==> config.mk <==
export PLATFORM = sky130hd
export DESIGN_NAME = alu8_flags
export DESIGN_NICKNAME = d
export VERILOG_FILES = /design/src/rtl/alu8_pkg.sv /design/src/rtl/alu8_arith.sv /design/src/rtl/alu8_logic.sv /design/src/rtl/alu8_flagreg.sv /design/src/rtl/alu8_flags.sv
export SDC_FILE = /design/constraint.sdc
export NUM_CORES = 1
export LEC_CHECK = 0
export ABC_AREA = 1
export BUFFER_PORTS_ARGS = -buffer_cell sky130_fd_sc_hd__buf_2
export CAP_MARGIN = 5
export CORE_ASPECT_RATIO = 0.5
export CORE_MARGIN = 2
export CORE_UTILIZATION = 59
export DETAILED_ROUTE_END_ITERATION = 6
export PLACE_DENSITY = 0.87
export SETUP_SLACK_MARGIN = 0.02
export SYNTH_ARGS = -nofsm -noshare
export SYNTH_HDL_FRONTEND = slang
export SYNTH_HIERARCHICAL = 1
export SYNTH_SLANG_ARGS = --single-unit
==> constraint.sdc <==
create_clock -name clk_i -period 4.75 [get_ports clk_i]
set_input_delay 0.95 -clock clk_i [delete_from_list [all_inputs] [get_ports clk_i]]
set_output_delay 0.95 -clock clk_i [all_outputs]
set_load 0.02 [all_outputs]
==> src/rtl/alu8_pkg.sv <==
package alu8_pkg;
  localparam int DATA_W = 8;
  localparam int HALF_W = DATA_W / 2;
  localparam int OP_W   = 5;
  localparam int SEL_W  = $clog2(DATA_W);

  typedef enum logic [OP_W-1:0] {
    OP_ADD  = 5'd0,
    OP_ADC  = 5'd1,
    OP_SUB  = 5'd2,
    OP_SBC  = 5'd3,
    OP_CP   = 5'd4,
    OP_CPC  = 5'd5,
    OP_INC  = 5'd6,
    OP_DEC  = 5'd7,
    OP_AND  = 5'd8,
    OP_OR   = 5'd9,
    OP_XOR  = 5'd10,
    OP_COM  = 5'd11,
    OP_NEG  = 5'd12,
    OP_SWAP = 5'd13,
    OP_LSR  = 5'd14,
    OP_ROR  = 5'd15,
    OP_ASR  = 5'd16,
    OP_BST  = 5'd17,
    OP_BLD  = 5'd18
  } op_e;

  // bit 0 = c ... bit 6 = t
  typedef struct packed {
    logic t;
    logic h;
    logic s;
    logic v;
    logic n;
    logic z;
    logic c;
  } flags_t;

  localparam int FLAG_W = $bits(flags_t);
endpackage

==> src/rtl/alu8_arith.sv <==
module alu8_arith
  import alu8_pkg::*;
(
  input  op_e               op_i,
  input  logic [DATA_W-1:0] a_i,
  input  logic [DATA_W-1:0] b_i,
  input  flags_t            cur_i,
  output logic [DATA_W-1:0] res_o,
  output flags_t            nxt_o,
  output logic              hit_o
);
  localparam int MSB = DATA_W - 1;

  logic [DATA_W-1:0] x, y;
  logic              cin, sub, keep_c, chain_z;
  logic [DATA_W:0]   full;
  logic [HALF_W:0]   low;

  // all forms reduce to x + y + cin; subtract inverts carries
  always_comb begin
    x       = a_i;
    y       = b_i;
    cin     = 1'b0;
    sub     = 1'b0;
    keep_c  = 1'b0;
    chain_z = 1'b0;
    hit_o   = 1'b1;
    case (op_i)
      OP_ADD: ;
      OP_ADC: cin = cur_i.c;
      OP_SUB, OP_CP: begin
        y   = ~b_i;
        cin = 1'b1;
        sub = 1'b1;
      end
      OP_SBC, OP_CPC: begin
        y       = ~b_i;
        cin     = ~cur_i.c;
        sub     = 1'b1;
        chain_z = 1'b1;
      end
      OP_INC: begin
        y      = '0;
        cin    = 1'b1;
        keep_c = 1'b1;
      end
      OP_DEC: begin
        y      = '1;
        keep_c = 1'b1;
      end
      OP_NEG: begin
        x   = '0;
        y   = ~a_i;
        cin = 1'b1;
        sub = 1'b1;
      end
      default: hit_o = 1'b0;
    endcase
  end

  assign full  = {1'b0, x} + {1'b0, y} + {{DATA_W{1'b0}}, cin};
  assign low   = {1'b0, x[HALF_W-1:0]} + {1'b0, y[HALF_W-1:0]} + {{HALF_W{1'b0}}, cin};
  assign res_o = full[DATA_W-1:0];

  always_comb begin
    nxt_o   = cur_i;
    nxt_o.n = res_o[MSB];
    nxt_o.v = (x[MSB] == y[MSB]) && (res_o[MSB] != x[MSB]);
    nxt_o.s = nxt_o.n ^ nxt_o.v;
    nxt_o.z = (res_o == '0) && (!chain_z || cur_i.z);
    if (!keep_c) begin
      nxt_o.c = full[DATA_W] ^ sub;
      nxt_o.h = low[HALF_W] ^ sub;
    end
  end
endmodule

==> src/rtl/alu8_logic.sv <==
module alu8_logic
  import alu8_pkg::*;
(
  input  op_e               op_i,
  input  logic [DATA_W-1:0] a_i,
  input  logic [DATA_W-1:0] b_i,
  input  logic [SEL_W-1:0]  bit_sel_i,
  input  flags_t            cur_i,
  output logic [DATA_W-1:0] res_o,
  output flags_t            nxt_o,
  output logic              hit_o
);
  localparam int MSB = DATA_W - 1;

  logic set_nzs, shift_v;

  always_comb begin
    res_o   = a_i;
    nxt_o   = cur_i;
    hit_o   = 1'b1;
    set_nzs = 1'b1;
    shift_v = 1'b0;
    case (op_i)
      OP_AND: res_o = a_i & b_i;
      OP_OR:  res_o = a_i | b_i;
      OP_XOR: res_o = a_i ^ b_i;
      OP_COM: begin
        res_o   = ~a_i;
        nxt_o.c = 1'b1;
      end
      OP_SWAP: begin
        res_o   = {a_i[HALF_W-1:0], a_i[DATA_W-1:HALF_W]};
        set_nzs = 1'b0;
      end
      OP_LSR, OP_ROR, OP_ASR: begin
        res_o[MSB-1:0] = a_i[MSB:1];
        res_o[MSB]     = (op_i == OP_ROR) ? cur_i.c :
                         (op_i == OP_ASR) ? a_i[MSB] : 1'b0;
        nxt_o.c        = a_i[0];
        shift_v        = 1'b1;
      end
      OP_BST: begin
        nxt_o.t = a_i[bit_sel_i];
        set_nzs = 1'b0;
      end
      OP_BLD: begin
        res_o[bit_sel_i] = cur_i.t;
        set_nzs          = 1'b0;
      end
      default: begin
        hit_o   = 1'b0;
        set_nzs = 1'b0;
      end
    endcase
    if (set_nzs) begin
      nxt_o.n = res_o[MSB];
      nxt_o.z = (res_o == '0);
      nxt_o.v = shift_v ? (res_o[MSB] ^ nxt_o.c) : 1'b0;
      nxt_o.s = nxt_o.n ^ nxt_o.v;
    end
  end
endmodule

==> src/rtl/alu8_flagreg.sv <==
module alu8_flagreg
  import alu8_pkg::*;
(
  input  logic   clk_i,
  input  logic   rst_ni,
  input  logic   upd_i,
  input  flags_t d_i,
  output flags_t q_o
);
  always_ff @(posedge clk_i or negedge rst_ni) begin
    if (!rst_ni)    q_o <= '0;
    else if (upd_i) q_o <= d_i;
  end
endmodule

==> src/rtl/alu8_flags.sv <==
module alu8_flags
  import alu8_pkg::*;
(
  input  logic              clk_i,
  input  logic              rst_ni,
  input  logic [OP_W-1:0]   op_i,
  input  logic [DATA_W-1:0] a_i,
  input  logic [DATA_W-1:0] b_i,
  input  logic [SEL_W-1:0]  bit_sel_i,
  input  logic              upd_i,
  output logic [DATA_W-1:0] result_o,
  output logic              wr_en_o,
  output logic [FLAG_W-1:0] flags_next_o,
  output logic [FLAG_W-1:0] flags_o
);
  op_e               op;
  flags_t            cur, nxt, nxt_a, nxt_l;
  logic [DATA_W-1:0] res_a, res_l;
  logic              hit_a, hit_l;

  assign op = op_e'(op_i);

  alu8_arith u_arith (
    .op_i  (op),
    .a_i   (a_i),
    .b_i   (b_i),
    .cur_i (cur),
    .res_o (res_a),
    .nxt_o (nxt_a),
    .hit_o (hit_a)
  );

  alu8_logic u_logic (
    .op_i      (op),
    .a_i       (a_i),
    .b_i       (b_i),
    .bit_sel_i (bit_sel_i),
    .cur_i     (cur),
    .res_o     (res_l),
    .nxt_o     (nxt_l),
    .hit_o     (hit_l)
  );

  always_comb begin
    if (hit_a) begin
      result_o = res_a;
      nxt      = nxt_a;
    end else if (hit_l) begin
      result_o = res_l;
      nxt      = nxt_l;
    end else begin
      result_o = '0;
      nxt      = cur;
    end
  end

  assign wr_en_o = (hit_a || hit_l) && !(op inside {OP_CP, OP_CPC, OP_BST});

  alu8_flagreg u_flagreg (
    .clk_i  (clk_i),
    .rst_ni (rst_ni),
    .upd_i  (upd_i),
    .d_i    (nxt),
    .q_o    (cur)
  );

  assign flags_next_o = nxt;
  assign flags_o      = cur;
endmodule

==> run metrics <==
Post-route DRC 0; most numerous cell in the Yosys netlist nand2_1; global route overflow 0; Synth area leader nand2_1; ys flop type dfrtp_1; Num Clock Sinks 7; post-synth cell types 33; clock slew at reported path FFs 0.04 ns; RSZ-0062 raised after global routing true; top cells by count, synth nand2_1 (199), inv_1 (87), nor2_1 (77), nand3_1 (42); final WL 8.82 mm; vias in the first global route 2945; Site Rows 18; port bufs 49; final-report hold violation count 0; Net Switching 379 uW; peak per-stage delay on the critical path 0.33 ns; H-tree depth 1; Critical Path End Type output port; detail-routed via count per cell 5.29; Post-Synthesis Cell Area 2990 um^2; most used routing layer met2; Hold Crit Class reg -> reg; clock skew 0.00266 ns; outcome finished clean; Peak VDD IR 178 uV; share of layout cells above drive strength 1 0.225; Longest Clk Path Bufs 2; GRT Overall Usage 0.312; routability cong. 0.967; min Tclk post-route 4.57 ns; Worst Setup Path Type in -> out; clock power share 0.124; sequential share of power 0.140; most frequent cell on the critical path nand2_1; non-filler cells, final 688; CP cell instances buf_2 > clkinvlp_4 > nand3_2 > nand2_2 > nor2_4 > buf_4 > nand2_4 > nor2_4 > nand2_1 > nand2_1 > ha_2 > nand2_1 > nand2_1 > inv_1 > nand2_1 > nand3_1 > nand2_1 > nand2_1 > nand2_2 > a21oi_2 > nand2_1 > nand3_2 > buf_4; max_cap viols 0; Biggest register u_flagreg/q_o; global-route wire length before repair 14.2 mm; Pre-antenna DRT Iters 7; Mapped Avg Cell Area 5.32 um^2; max FFs per register 7; crit path DAT 3.62 ns; initial antenna violation count 0; fmax 219 MHz; Final HPWL DP 7.13 mm; Root Driver clkbuf_8; Wirelength per Cell 12.8 um; Yosys reg bits 7; Async SR Flop Fraction 1.00; Starting Density 0.610; WP buf/inv 5; actual slew at the worst max-slew pin 0.471 ns; total number of vias 3639; Area Overhead vs Synth 15.0%; slowest cell on the critical path ha_2; die height 54.4 um; met3 usage 0.00952; Critical Path RT 3.80 ns; delay-heaviest family, CP simple AND/OR/NAND/NOR gates; Net Sw Frac 0.557; area share of the largest cell type after synthesis 0.250; synthesized instance count 563; drt initial violations 353; Final Cycle Share 0.961; combinational share of power 0.736; biggest registers after layout u_flagreg/q_o: 7 flops; CTS tree yes; Final ANT Viol Nets 0; IO Pins 50; Clock Latency Late Sink 0.23 ns; # nets final 671; Internal Power 301 uW; largest cells by area after synthesis nand2_1 (25%), inv_1 (11%), nor2_1 (9.7%); final setup violation count 0; grt met1 use 0.458; yosys warns 6; die outline width 105 um; Hold Slack 0.538 ns; largest net degree at the start of global routing 18; Power per Cell Area 198 nW/um^2; Max-slew headroom 0.686; CTS Hold Buffers Added 0; ANT cells 0; P_leak 0.00216 uW; M2 GR Usage 0.527; Final Max Tran Viols 0; core area 4910 um^2; Critical Path Fanout Max 7; CP Launch Type input port; Post-Place Cells 682; Die ar. 5690 um^2; post-synthesis sequential area ratio 0.0585; Mapped Nets 615; number of synthesized flops with an enable pin 0; cts bufs inserted 3
[stage by stage]
| stage | total power (uW) | util | worst slack [ns] | TNS (ns) | area, um^2 |
|---|---|---|---|---|---|
| floorplan | 443 | - | 0.386 | 0 | 2990 |
| CTS | 657 | 0.683 | 0.0326 | 0 | 3350 |
| detailed placement | 570 | 0.674 | 0.0344 | 0 | 3310 |
| finish | 680 | 0.701 | 0.184 | 0 | 3440 |
| global placement | 563 | 0.674 | 0.0905 | 0 | 3310 |
| global route | 743 | 0.701 | -0.00286 | -0.00345 | 3440 |
[power by group through the flow]
stage                     registers, uW  logic, uW  clock network (uW)
final                              95.1        500                84.6
after global routing               98.4        557                87.9
after CTS                          94.7        478                85.1
after detailed placement           95.2        475                   0
after global placement             94.4        468                   0
after floorplan                     107        336                   0
[logic make-up after synthesis]
family	after synthesis	share of synthesized area
and+or+nand+nor	383	0.602
buffers and inverters	104	0.151
AOI/OAI and AO/OA	44	0.0790
adders and majority gates	25	0.110
DFF	7	0.0585
[worst min-delay path, stage by stage (launching register included)]
cell and delay (ns):
dfrtp_1 0.38, nand2_1 0.07, nand2_1 0.06
[per-layer routing]
metal / wire, um / share of wire
met3: 881 / 0.10
met4: 39 / 0.0044
met2: 3750 / 0.42
met1: 4150 / 0.47
met5: 0 / 0
[path summary, 6_finish.rpt]
kind	from	endpoint	slack, ns	depth (start not counted)
worst max-delay path	op_i[4]	flags_next_o[3]	0.18	23
worst min-delay path	u_flagreg/q_o[2]$_DFFE_PN0P_	u_flagreg/q_o[2]$_DFFE_PN0P_	0.54	2
worst max register to register	u_flagreg/q_o[0]$_DFFE_PN0P_	u_flagreg/q_o[1]$_DFFE_PN0P_	2.10	16
worst min register to register	u_flagreg/q_o[2]$_DFFE_PN0P_	u_flagreg/q_o[2]$_DFFE_PN0P_	0.54	2
max in group asynchronous	rst_ni	u_flagreg/q_o[4]$_DFFE_PN0P_	4.04	1
min in group asynchronous	rst_ni	u_flagreg/q_o[1]$_DFFE_PN0P_	0.55	1
[cells in the final DEF, fill, tap and decap left out]
cell	count
a21o_1	1
a21oi_1	6
a21oi_2	3
buf_2	46
buf_4	15
buf_6	1
clkbuf_1	1
clkbuf_4	1
clkbuf_8	3
clkinv_1	1
clkinvlp_4	1
dfrtp_1	7
fa_2	2
ha_1	22
ha_2	1
inv_1	85
inv_2	5
nand2_1	197
nand2_2	13
nand2_4	12
nand3_1	37
nand3_2	10
nand3b_4	1
nand4_1	11
nor2_1	76
nor2_2	10
nor2_4	9
nor2_8	1
nor3_1	1
nor3_2	1
o211ai_1	1
o21a_1	1
o21ai_0	22
o21ai_1	5
o22ai_1	3
o31ai_1	2
or2_2	4
[what timing repair did]
item,in CTS,in global routing
endpoints found under the setup margin,0,5
gates resized for setup,0,22
setup buffers,0,2
[layout make-up]
type / count / area (um^2)
multi-input combinational: 452 / 2420
fill: 497 / 1470
timing repair buffer: 63 / 362
inverter: 92 / 349
sequential: 7 / 175
tap: 70 / 87.6
clock buffer: 4 / 45.0
No activity file was read; power rests on OpenSTA's default activity.
